### src/rtl/fpcsr_pkg.sv
package fpcsr_pkg;
    localparam int CSR_W      = 32;
    localparam int NUM_EXC    = 5;
    localparam int NUM_CC     = 8;
    localparam int IDX_W      = 5;
    localparam int CC_IDX_W   = $clog2(NUM_CC);
    localparam int FLAG_LSB   = 2;
    localparam int EN_LSB     = 7;
    localparam int CAUSE_LSB  = 12;
    localparam int UNIMPL_BIT = 17;
    localparam int CC0_BIT    = 23;
    localparam int CCN_BASE   = 24;
    localparam int EXC_INV    = 4;
    localparam logic [IDX_W-1:0] CSR_IDX = 5'd31;
    localparam logic [IDX_W-1:0] REV_IDX = 5'd0;
    localparam logic [CSR_W-1:0] REV_VALUE = '0;
    localparam logic [CSR_W-1:0] RSVD_MASK = 32'h017C_0000;

    typedef struct packed {
        logic [CSR_W-1:0] csr;
        logic             trap;
    } state_t;

    function automatic int cc_pos(input int i);
        return (i == 0) ? CC0_BIT : CCN_BASE + i;
    endfunction
endpackage

### src/rtl/fpcsr_cause_merge.sv
module fpcsr_cause_merge
    import fpcsr_pkg::*;
(
    input  logic [CSR_W-1:0]   csr_i,
    input  logic [NUM_EXC-1:0] exc_i,
    input  logic               unimpl_i,
    input  logic               sig_cmp_i,
    output logic [CSR_W-1:0]   csr_o
);
    logic [NUM_EXC-1:0] eff;
    logic               eff_unimpl;

    always_comb begin
        eff        = exc_i;
        eff_unimpl = unimpl_i;
        if (sig_cmp_i && exc_i[EXC_INV]) begin
            eff          = '0;
            eff[EXC_INV] = 1'b1;
            eff_unimpl   = 1'b0;
        end
        csr_o = csr_i;
        csr_o[CAUSE_LSB +: NUM_EXC] = eff;
        csr_o[UNIMPL_BIT]           = eff_unimpl;
        csr_o[FLAG_LSB +: NUM_EXC]  = csr_i[FLAG_LSB +: NUM_EXC] | eff;
    end
endmodule

### src/rtl/fpcsr_trap_detect.sv
module fpcsr_trap_detect
    import fpcsr_pkg::*;
(
    input  logic [NUM_EXC-1:0] cause_i,
    input  logic               unimpl_i,
    input  logic [NUM_EXC-1:0] enable_i,
    output logic               match_o
);
    always_comb begin
        match_o = (|(cause_i & enable_i)) | unimpl_i;
    end
endmodule

### src/rtl/fpcsr_cc_write.sv
module fpcsr_cc_write
    import fpcsr_pkg::*;
#(
    parameter int N = NUM_CC,
    localparam int IW = $clog2(N)
) (
    input  logic [CSR_W-1:0] csr_i,
    input  logic             en_i,
    input  logic [IW-1:0]    idx_i,
    input  logic             val_i,
    output logic [CSR_W-1:0] csr_o
);
    logic [N-1:0] hit;

    for (genvar g = 0; g < N; g++) begin : g_hit
        assign hit[g] = en_i && (idx_i == IW'(g));
    end

    always_comb begin
        csr_o = csr_i;
        for (int i = 0; i < N; i++) begin
            if (hit[i]) csr_o[cc_pos(i)] = val_i;
        end
    end
endmodule

### src/rtl/fp_csr_unit.sv
module fp_csr_unit
    import fpcsr_pkg::*;
(
    input  logic                clk,
    input  logic                rst_n,
    input  logic                sw_wr_en,
    input  logic [IDX_W-1:0]    sw_wr_idx,
    input  logic [CSR_W-1:0]    sw_wr_data,
    input  logic [IDX_W-1:0]    rd_idx,
    output logic [CSR_W-1:0]    rd_data,
    input  logic                op_valid,
    input  logic [NUM_EXC-1:0]  op_exc,
    input  logic                op_unimpl,
    input  logic                op_is_cmp,
    input  logic                op_cmp_signaling,
    input  logic [CC_IDX_W-1:0] op_cc_idx,
    input  logic                op_cc_val,
    output logic [CSR_W-1:0]    csr_o,
    output logic                trap_o,
    output logic                wb_block_o
);
    state_t           st_d, st_q;
    logic             sw_hit, op_go;
    logic [CSR_W-1:0] merged, cc_out, sw_val;
    logic             op_match, sw_match;

    assign sw_hit = sw_wr_en && (sw_wr_idx == CSR_IDX);
    assign op_go  = op_valid && !sw_hit;
    assign sw_val = (sw_wr_data & ~RSVD_MASK) | (st_q.csr & RSVD_MASK);

    fpcsr_cause_merge u_merge (
        .csr_i     (st_q.csr),
        .exc_i     (op_exc),
        .unimpl_i  (op_unimpl),
        .sig_cmp_i (op_is_cmp && op_cmp_signaling),
        .csr_o     (merged)
    );

    fpcsr_trap_detect u_op_trap (
        .cause_i  (merged[CAUSE_LSB +: NUM_EXC]),
        .unimpl_i (merged[UNIMPL_BIT]),
        .enable_i (merged[EN_LSB +: NUM_EXC]),
        .match_o  (op_match)
    );

    fpcsr_trap_detect u_sw_trap (
        .cause_i  (sw_val[CAUSE_LSB +: NUM_EXC]),
        .unimpl_i (sw_val[UNIMPL_BIT]),
        .enable_i (sw_val[EN_LSB +: NUM_EXC]),
        .match_o  (sw_match)
    );

    fpcsr_cc_write #(.N(NUM_CC)) u_cc (
        .csr_i (merged),
        .en_i  (op_go && op_is_cmp && !op_match),
        .idx_i (op_cc_idx),
        .val_i (op_cc_val),
        .csr_o (cc_out)
    );

    always_comb begin
        st_d      = st_q;
        st_d.trap = 1'b0;
        if (sw_hit) begin
            st_d.csr  = sw_val;
            st_d.trap = sw_match;
        end else if (op_valid) begin
            st_d.csr  = cc_out;
            st_d.trap = op_match;
        end
    end

    always_ff @(posedge clk) begin
        if (!rst_n) st_q <= '0;
        else        st_q <= st_d;
    end

    always_comb begin
        if (rd_idx == CSR_IDX)      rd_data = st_q.csr;
        else if (rd_idx == REV_IDX) rd_data = REV_VALUE;
        else                        rd_data = '0;
    end

    assign csr_o      = st_q.csr;
    assign trap_o     = st_q.trap;
    assign wb_block_o = op_go && op_match;
endmodule

### config.mk
export PLATFORM = sky130hd
export DESIGN_NAME = fp_csr_unit
export DESIGN_NICKNAME = d
export VERILOG_FILES = /design/src/rtl/fpcsr_pkg.sv /design/src/rtl/fpcsr_cause_merge.sv /design/src/rtl/fpcsr_trap_detect.sv /design/src/rtl/fpcsr_cc_write.sv /design/src/rtl/fp_csr_unit.sv
export SDC_FILE = /design/constraint.sdc
export NUM_CORES = 1
export LEC_CHECK = 0
export BUFFER_PORTS_ARGS = -buffer_cell sky130_fd_sc_hd__buf_2
export CAP_MARGIN = 10
export CORE_ASPECT_RATIO = 0.8
export CORE_MARGIN = 2
export CORE_UTILIZATION = 47
export DETAILED_ROUTE_END_ITERATION = 10
export GPL_TIMING_DRIVEN = 1
export PLACE_DENSITY = 0.81
export SYNTH_ARGS = -nofsm -noshare
export SYNTH_HDL_FRONTEND = slang
export SYNTH_HIERARCHICAL = 1
export SYNTH_SLANG_ARGS = --single-unit
### constraint.sdc
create_clock -name clk -period 2.6 [get_ports clk]
set_input_delay 0.13 -clock clk [delete_from_list [all_inputs] [get_ports clk]]
set_output_delay 0.13 -clock clk [all_outputs]
set_load 0.02 [all_outputs]
==> metrics.log, run 1 <==
[metrics] diode insertion count for antenna repair: 0
[metrics] type of element capturing the critical path: flop
[metrics] Cell Pwr Density: 392.9 mW/mm^2
[metrics] remaining max-slew budget at the tightest pin: 42.18%
[metrics] crit path buf inv count: 1
[metrics] beginning of the worst register-to-register path: csr_o[7]
[metrics] routability congestion estimate: around 0.76
[metrics] maximum fanout along the worst path: 9
[metrics] Synth Area in XOR/XNOR: 0%
[metrics] # rows: 24
[metrics] Comb power frac: 19.0%
[metrics] share of the synthesized area in the top cell type: 25.49%
[metrics] portion of the post-synthesis area used by sequential elements: between 20 and 30%
[metrics] Final Util: 53.91%
[metrics] fin crit period: 2.246 ns
[metrics] crit-path max cell delay: about 0.42 ns
[metrics] die area: 0.006127 mm^2
[metrics] maximum root-to-sink buffer count: 2
[metrics] number of failing setup endpoints in the final timing report: 0
[metrics] final worst-path cycle share: 86.37%
[metrics] actual slew at the worst max-slew pin: just under 0.9 ns
[metrics] Main synth FF type: sky130_fd_sc_hd__dfxtp_1
[metrics] sw power: 0.3375 mW
[metrics] total placed instance area: 0.002811 mm^2
[metrics] status: complete, no violations
[metrics] wire length of the first global-routing pass: 9846 um
[metrics] total grt overflow: 0
[metrics] Hold Worst Slack: 0.08774 ns
[metrics] summed instance area of the synthesized netlist: 0.002591 mm^2
[metrics] number of design-rule violations left by the first detailed-router iteration: 115
[metrics] setup repair after global routing missed its margin: false
[metrics] worst setup path startpoint: op_is_cmp
[metrics] DRC violation count after routing: 0
[metrics] peak ir drop on the vdd network: 0.2474 mV
[metrics] remaining antenna violation count: 0
[metrics] clock insertion delay at the later pin of the skew report: 0.28 ns
[metrics] post-place setup slack: 0.06528 ns
[metrics] Critical Path Start Type: input pin
[metrics] antenna violations before repair: 0
[metrics] proportion of register bits with asynchronous set or reset after synthesis: 0%
[metrics] # port buffers: 117
[metrics] CTS tree: done
[metrics] final number of max-transition violations: 0
[metrics] layout-stage area growth over the synthesis result: 11.83%
[metrics] total number of clock tree sinks: 33
[metrics] vias in the first global route: between 2000 and 2500
[metrics] maximum clock frequency: between 400 and 500 MHz
[metrics] total iterations of the first detailed-routing run: 4
[metrics] share of power burned in the clock network: 33.9%
[metrics] simple-gate share of the synthesized area: between 10% and 20%
[metrics] overall track demand over capacity in global routing: 19.96%
[metrics] type of the tightest min-delay check: input pin to flop
[metrics] cell count after synthesis: 291
[metrics] Post-synth EDFFs: 0
[metrics] cell taking the most area after synthesis: sky130_fd_sc_hd__dfxtp_1
[metrics] launch point of the worst hold path: sw_wr_data[2]
[metrics] number of hold buffers added after cts: 0
[metrics] final WL: between 6000 and 7000 um
[metrics] number of register bits inferred by synthesis: 33
[metrics] Final WS setup: 0.3544 ns
[metrics] starting density of the core: 48.21%
[metrics] switching share of power: between 20% and 30%
[metrics] H-tree depth: 2
[metrics] ratio of cells with drive above 1 in the final layout: 40.40%
[metrics] adder-cell area share of the yosys netlist: 0%
[metrics] area of the core: about 0.0054 mm^2
[metrics] largest delay contributor family on the critical path: simple AND/OR/NAND/NOR gates
[metrics] warnings from Yosys: 6
[metrics] compound-gate portion of the synthesized area: 21.83%
[metrics] multiplexer fraction of the synthesized cell area: roughly 14%
[metrics] clock input transition at the sequential cells of the worst setup and hold paths: around 0.07 ns
[metrics] Arr. time, crit path: about 2.4 ns
[metrics] number of setup buffers added after CTS: 0
[metrics] post-route standard cell area excluding fillers: approximately 0.0029 mm^2
[metrics] setup TNS: 0 ns
[metrics] library cell contributing the largest single delay on the critical path: sky130_fd_sc_hd__and4b_1
[metrics] half-perimeter wire length of the detailed placement result: ~4200 um
[metrics] top cells by count, synth: sky130_fd_sc_hd__buf_4 (47), sky130_fd_sc_hd__and2_1 (38), sky130_fd_sc_hd__dfxtp_1 (33)
[metrics] Most common cell on crit path: sky130_fd_sc_hd__and2_1
[metrics] post-cts resize count: 0
[metrics] mean area per synthesized cell: 8.905 um^2
[metrics] count leader, synth: sky130_fd_sc_hd__buf_4
[metrics] NumNets Final: 406
[metrics] cell types with the largest area share after synthesis: sky130_fd_sc_hd__dfxtp_1 (25%), sky130_fd_sc_hd__buf_4 (14%), sky130_fd_sc_hd__mux2i_1 (10%)
[metrics] combinational family with the most area after synthesis: compound AO/OA/AOI/OAI gates
[metrics] data required time at the worst endpoint: approximately 2.8 ns
[metrics] max-cap violation count: 0
[metrics] maximum number of pins on one net before global-route repair: 53
[metrics] I/O pin total: 124
[metrics] Post-Route Skew: 0.009055 ns
[metrics] kind of critical path: input pin to flop
[metrics] nets in the synthesized netlist: between 300 and 400
[metrics] via count of the routed design: 2250
[metrics] clock tree root buffer cell: sky130_fd_sc_hd__clkbuf_8
[metrics] CTS Buf Count: 5
[metrics] cell-internal power: 0.8012 mW
[metrics] ordered list of cells on the worst path: buf_2 -> and2_1 -> nand2_2 -> and2_1 -> a22oi_1 -> nand3_1 -> and4b_1 -> nor4b_2 -> mux2_2 -> mux2i_1 -> o21ai_1 -> o211a_1
[metrics] via count normalized by instance count: 5.435
[metrics] count of final hold-check violations: 0
[metrics] Cell variety after synth: 32
[metrics] Wirelength per Cell: 15.03 um
[metrics] part of the power in registers: 47.1%
[metrics] chip height: 70.41 um
[metrics] LEAKAGE: 1.657 nW
[metrics] width of the chip: between 80 and 90 um
cells in the final DEF, fill, tap and decap left out:
cell                         instances
sky130_fd_sc_hd__a21o_1              4
sky130_fd_sc_hd__nand2_1             9
sky130_fd_sc_hd__clkbuf_8            5
sky130_fd_sc_hd__mux2_2              5
sky130_fd_sc_hd__nand2_2             1
sky130_fd_sc_hd__a41oi_1             6
sky130_fd_sc_hd__and4b_1             1
sky130_fd_sc_hd__dfxtp_1            33
sky130_fd_sc_hd__or2_4               1
sky130_fd_sc_hd__clkinvlp_4          1
sky130_fd_sc_hd__o211a_1            26
sky130_fd_sc_hd__nand4_1             8
sky130_fd_sc_hd__and4bb_1            3
sky130_fd_sc_hd__and2_1             38
sky130_fd_sc_hd__o21ai_1            16
sky130_fd_sc_hd__a22oi_1             4
sky130_fd_sc_hd__mux2i_1            27
sky130_fd_sc_hd__nor4b_2             1
sky130_fd_sc_hd__o21ai_0            10
sky130_fd_sc_hd__or2_1               1
sky130_fd_sc_hd__buf_4               4
sky130_fd_sc_hd__nand4b_1            3
sky130_fd_sc_hd__mux2_4              3
sky130_fd_sc_hd__and3b_1             6
sky130_fd_sc_hd__and3_1              1
sky130_fd_sc_hd__nand3_1             4
sky130_fd_sc_hd__o311ai_1            6
sky130_fd_sc_hd__buf_2             117
sky130_fd_sc_hd__clkinv_2            2
sky130_fd_sc_hd__nor2_2              1
sky130_fd_sc_hd__a21oi_1             2
per-stage QoR:
step                      power [mW]  cells
final                          1.139    414
after global routing           1.198    414
after CTS                      1.157    414
after detailed placement      0.7645    406
after global placement        0.7593    406
after floorplan               0.7044    291
kinds of logic (layout without fill, tap and decap cells):
group	count (synthesis)	after routing
multiplexers	35	35
buffers and inverters	71	129
AND/OR/NAND/NOR	78	78
flip-flops	33	33
AO/OA/AOI/OAI	74	74
power groups by stage:
stage	combinational (mW)	sequential [mW]	clock (mW)
final	0.216	0.537	0.386
after global routing	0.238	0.539	0.422
after CTS	0.217	0.536	0.404
after detailed placement	0.216	0.548	0
after global placement	0.212	0.548	0
after floorplan	0.138	0.566	0
state kept, by name, summed over array words and instances (netlist names):
signal,flops
trap_o,1
csr_o,32
layout make-up:
class	instances	area [um^2]
clock buffer	5	68.82
multi-input combinational	187	1454
fill	514	2477
sequential	33	660.6
clock inverter	3	17.52
timing repair buffer	121	615.6
tap	65	81.33
final timing paths:
check,endpoint,slack [ns],cells past startpoint
max,csr_o[23],0.35,12
min,csr_o[2],0.09,2
max reg2reg,csr_o[23],0.39,8
min reg2reg,csr_o[21],0.54,2
metal layers:
| layer | vias up | part of all wire [%] | track usage (%) |
|---|---|---|---|
| li1 | 1131 | - | - |
| met3 | 2 | 7.3 | 4.965 |
| met1 | 1035 | 47 | 27.77 |
| met2 | 82 | 45 | 31.38 |
| met5 | - | 0 | 0 |
| met4 | 0 | 0.40 | 3.646 |
worst register-to-register path, delay by kind of cell (launching register included):
family          cells  cell delay [ns]
compound gates      3             0.43
flops               1             0.35
mux                 2             0.48
simple gates        3             0.84
(Power assumes the default switching activity.)
==> inputs of run 2 (changes only) <==
- REMOVE_ABC_BUFFERS: default -> 1
==> metrics.log, run 2 (synthesized netlist as in run 1, its figures left out) <==
[metrics] multi-input gate area in the final layout: 0.001454 mm^2
[metrics] switching share of power: 25.92%
[metrics] I/O pin total: 124
[metrics] post-cts resize count: 0
[metrics] maximum fanout along the worst path: 8
[metrics] most common cell after layout, fill and taps aside: sky130_fd_sc_hd__buf_2
[metrics] chip height: 70.41 um
[metrics] clock input transition at the sequential cells of the worst setup and hold paths: 0.07 ns
[metrics] type of the tightest min-delay check: input pin to flop
[metrics] Arr. time, crit path: ~2.5 ns
[metrics] # rows: 24
[metrics] width of the chip: 87.02 um
[metrics] Post-Route Skew: 0.003828 ns
[metrics] Comb power frac: 17.3%
[metrics] remaining antenna violation count: 0
[metrics] max-cap violation count: 0
[metrics] DRC violation count after routing: 0
[metrics] Critical Path Start Type: input pin
[metrics] data required time at the worst endpoint: 2.78 ns
[metrics] status: complete, no violations
[metrics] number of filler instances in the final layout: between 400 and 500
[metrics] total iterations of the first detailed-routing run: 4
[metrics] Final WS setup: 0.3220 ns
[metrics] ratio of cells with drive above 1 in the final layout: 40.46%
[metrics] kind of critical path: input pin to flop
[metrics] fin crit period: 2.278 ns
[metrics] clock tree root buffer cell: sky130_fd_sc_hd__clkbuf_8
[metrics] maximum clock frequency: 439.0 MHz
[metrics] routability congestion estimate: 0.7795
[metrics] number of setup buffers added after CTS: 0
[metrics] H-tree depth: 2
[metrics] CTS tree: done
[metrics] cell-internal power: 0.9298 mW
[metrics] total grt overflow: 0
[metrics] antenna violations before repair: 0
[metrics] vias in the first global route: roughly 2000
[metrics] Cell Pwr Density: 426.5 mW/mm^2
[metrics] share of power burned in the clock network: 40.0%
[metrics] maximum root-to-sink buffer count: 2
[metrics] LEAKAGE: 1.680 nW
[metrics] number of hold buffers added after cts: 0
[metrics] wire length of the first global-routing pass: 9818 um
[metrics] remaining max-slew budget at the tightest pin: 42.96%
[metrics] clock insertion delay at the later pin of the skew report: about 0.28 ns
[metrics] final number of max-transition violations: 0
[metrics] type of element capturing the critical path: flop
[metrics] number of design-rule violations left by the first detailed-router iteration: 110
[metrics] most frequent cells in the layout: sky130_fd_sc_hd__buf_2 (117), sky130_fd_sc_hd__and2_1 (38), sky130_fd_sc_hd__dfxtp_1 (33)
[metrics] number of flip-flops in the largest register: 32
[metrics] part of the power in registers: 42.7%
[metrics] area of the core: 0.005375 mm^2
[metrics] diode insertion count for antenna repair: 0
[metrics] final WL: 6188 um
[metrics] peak ir drop on the vdd network: 0.2045 mV
[metrics] final worst-path cycle share: 87.61%
[metrics] setup repair after global routing missed its margin: false
[metrics] layout-stage area growth over the synthesis result: 13.57%
[metrics] number of failing setup endpoints in the final timing report: 0
[metrics] die area: approximately 0.0061 mm^2
[metrics] overall track demand over capacity in global routing: between 20 and 25%
[metrics] starting density of the core: between 40% and 50%
[metrics] area taken by flip-flops and latches: about 660 um^2
[metrics] final instance count without filler cells: 416
[metrics] maximum number of pins on one net before global-route repair: 53
[metrics] # port buffers: around 120
[metrics] via count normalized by instance count: 5.358
[metrics] NumNets Final: 408
[metrics] Wirelength per Cell: 14.88 um
[metrics] CTS Buf Count: 5
[metrics] post-place setup slack: 0.02933 ns
[metrics] via count of the routed design: 2229
[metrics] Cell Count Post-Placement: 408
[metrics] actual slew at the worst max-slew pin: 0.8557 ns
[metrics] sw power: 0.3254 mW
[metrics] total number of clock tree sinks: 33
[metrics] count of final hold-check violations: 0
[run 2: path summary, 6_finish.rpt]
check	startpoint	to	slack, ns	cells past startpoint
worst min-delay path	sw_wr_data[27]	csr_o[27]	0.08	2
worst max register to register	csr_o[7]	csr_o[23]	0.36	8
worst max-delay path	op_is_cmp	csr_o[23]	0.32	12
worst min register to register	csr_o[20]	csr_o[20]	0.54	2
[run 2: layer usage]
metal / global-route usage [%] / vias to the layer above / wire length, um
met5: 0 / - / 0
met4: 5.729 / 0 / 68
met3: 4.846 / 8 / 350
met2: 32.99 / 76 / 2866
met1: 25.98 / 1007 / 2902
li1: - / 1138 / -
[run 2: through the flow]
step	hold WS [ns]	total power, mW	cell area [um^2]	utilization (%)	TNS [ns]
after detailed placement	0.3745	0.7649	2826	52.58	0
after floorplan	0.2634	0.6502	2112	-	-0.9504
after CTS	0.07592	1.272	2943	54.75	0
after global placement	0.3712	0.7592	2826	52.58	0
final	0.08453	1.255	2943	54.75	0
after global routing	0.06492	1.327	2943	54.75	0
[run 2: cell type report]
| cell class | count | area share, % |
|---|---|---|
| multi-input cells | 187 | 49.40 |
| clock inverters | 1 | 1.020 |
| well taps | 65 | 2.764 |
| repair buffers | 123 | 21.43 |
| flip-flops and latches | 33 | 22.45 |
| clock buffers | 7 | 2.934 |
[run 2: power by group through the flow]
| stage | clock network, mW | logic (mW) | registers (mW) |
|---|---|---|---|
| floorplan | 0 | 0.0840 | 0.566 |
| global placement | 0 | 0.213 | 0.547 |
| detailed placement | 0 | 0.217 | 0.548 |
| CTS | 0.519 | 0.218 | 0.536 |
| global route | 0.550 | 0.238 | 0.538 |
| finish | 0.502 | 0.217 | 0.536 |
[run 2: critical path, stage by stage]
cell and delay (ns):
sky130_fd_sc_hd__buf_2 0.10, sky130_fd_sc_hd__and2_1 0.13, sky130_fd_sc_hd__nand2_2 0.11, sky130_fd_sc_hd__and2_1 0.19
sky130_fd_sc_hd__a22oi_1 0.21, sky130_fd_sc_hd__nand3_1 0.17, sky130_fd_sc_hd__and4b_1 0.43, sky130_fd_sc_hd__nor4b_2 0.25
sky130_fd_sc_hd__mux2_2 0.36, sky130_fd_sc_hd__mux2i_1 0.15, sky130_fd_sc_hd__o21ai_1 0.09, sky130_fd_sc_hd__o211a_1 0.13
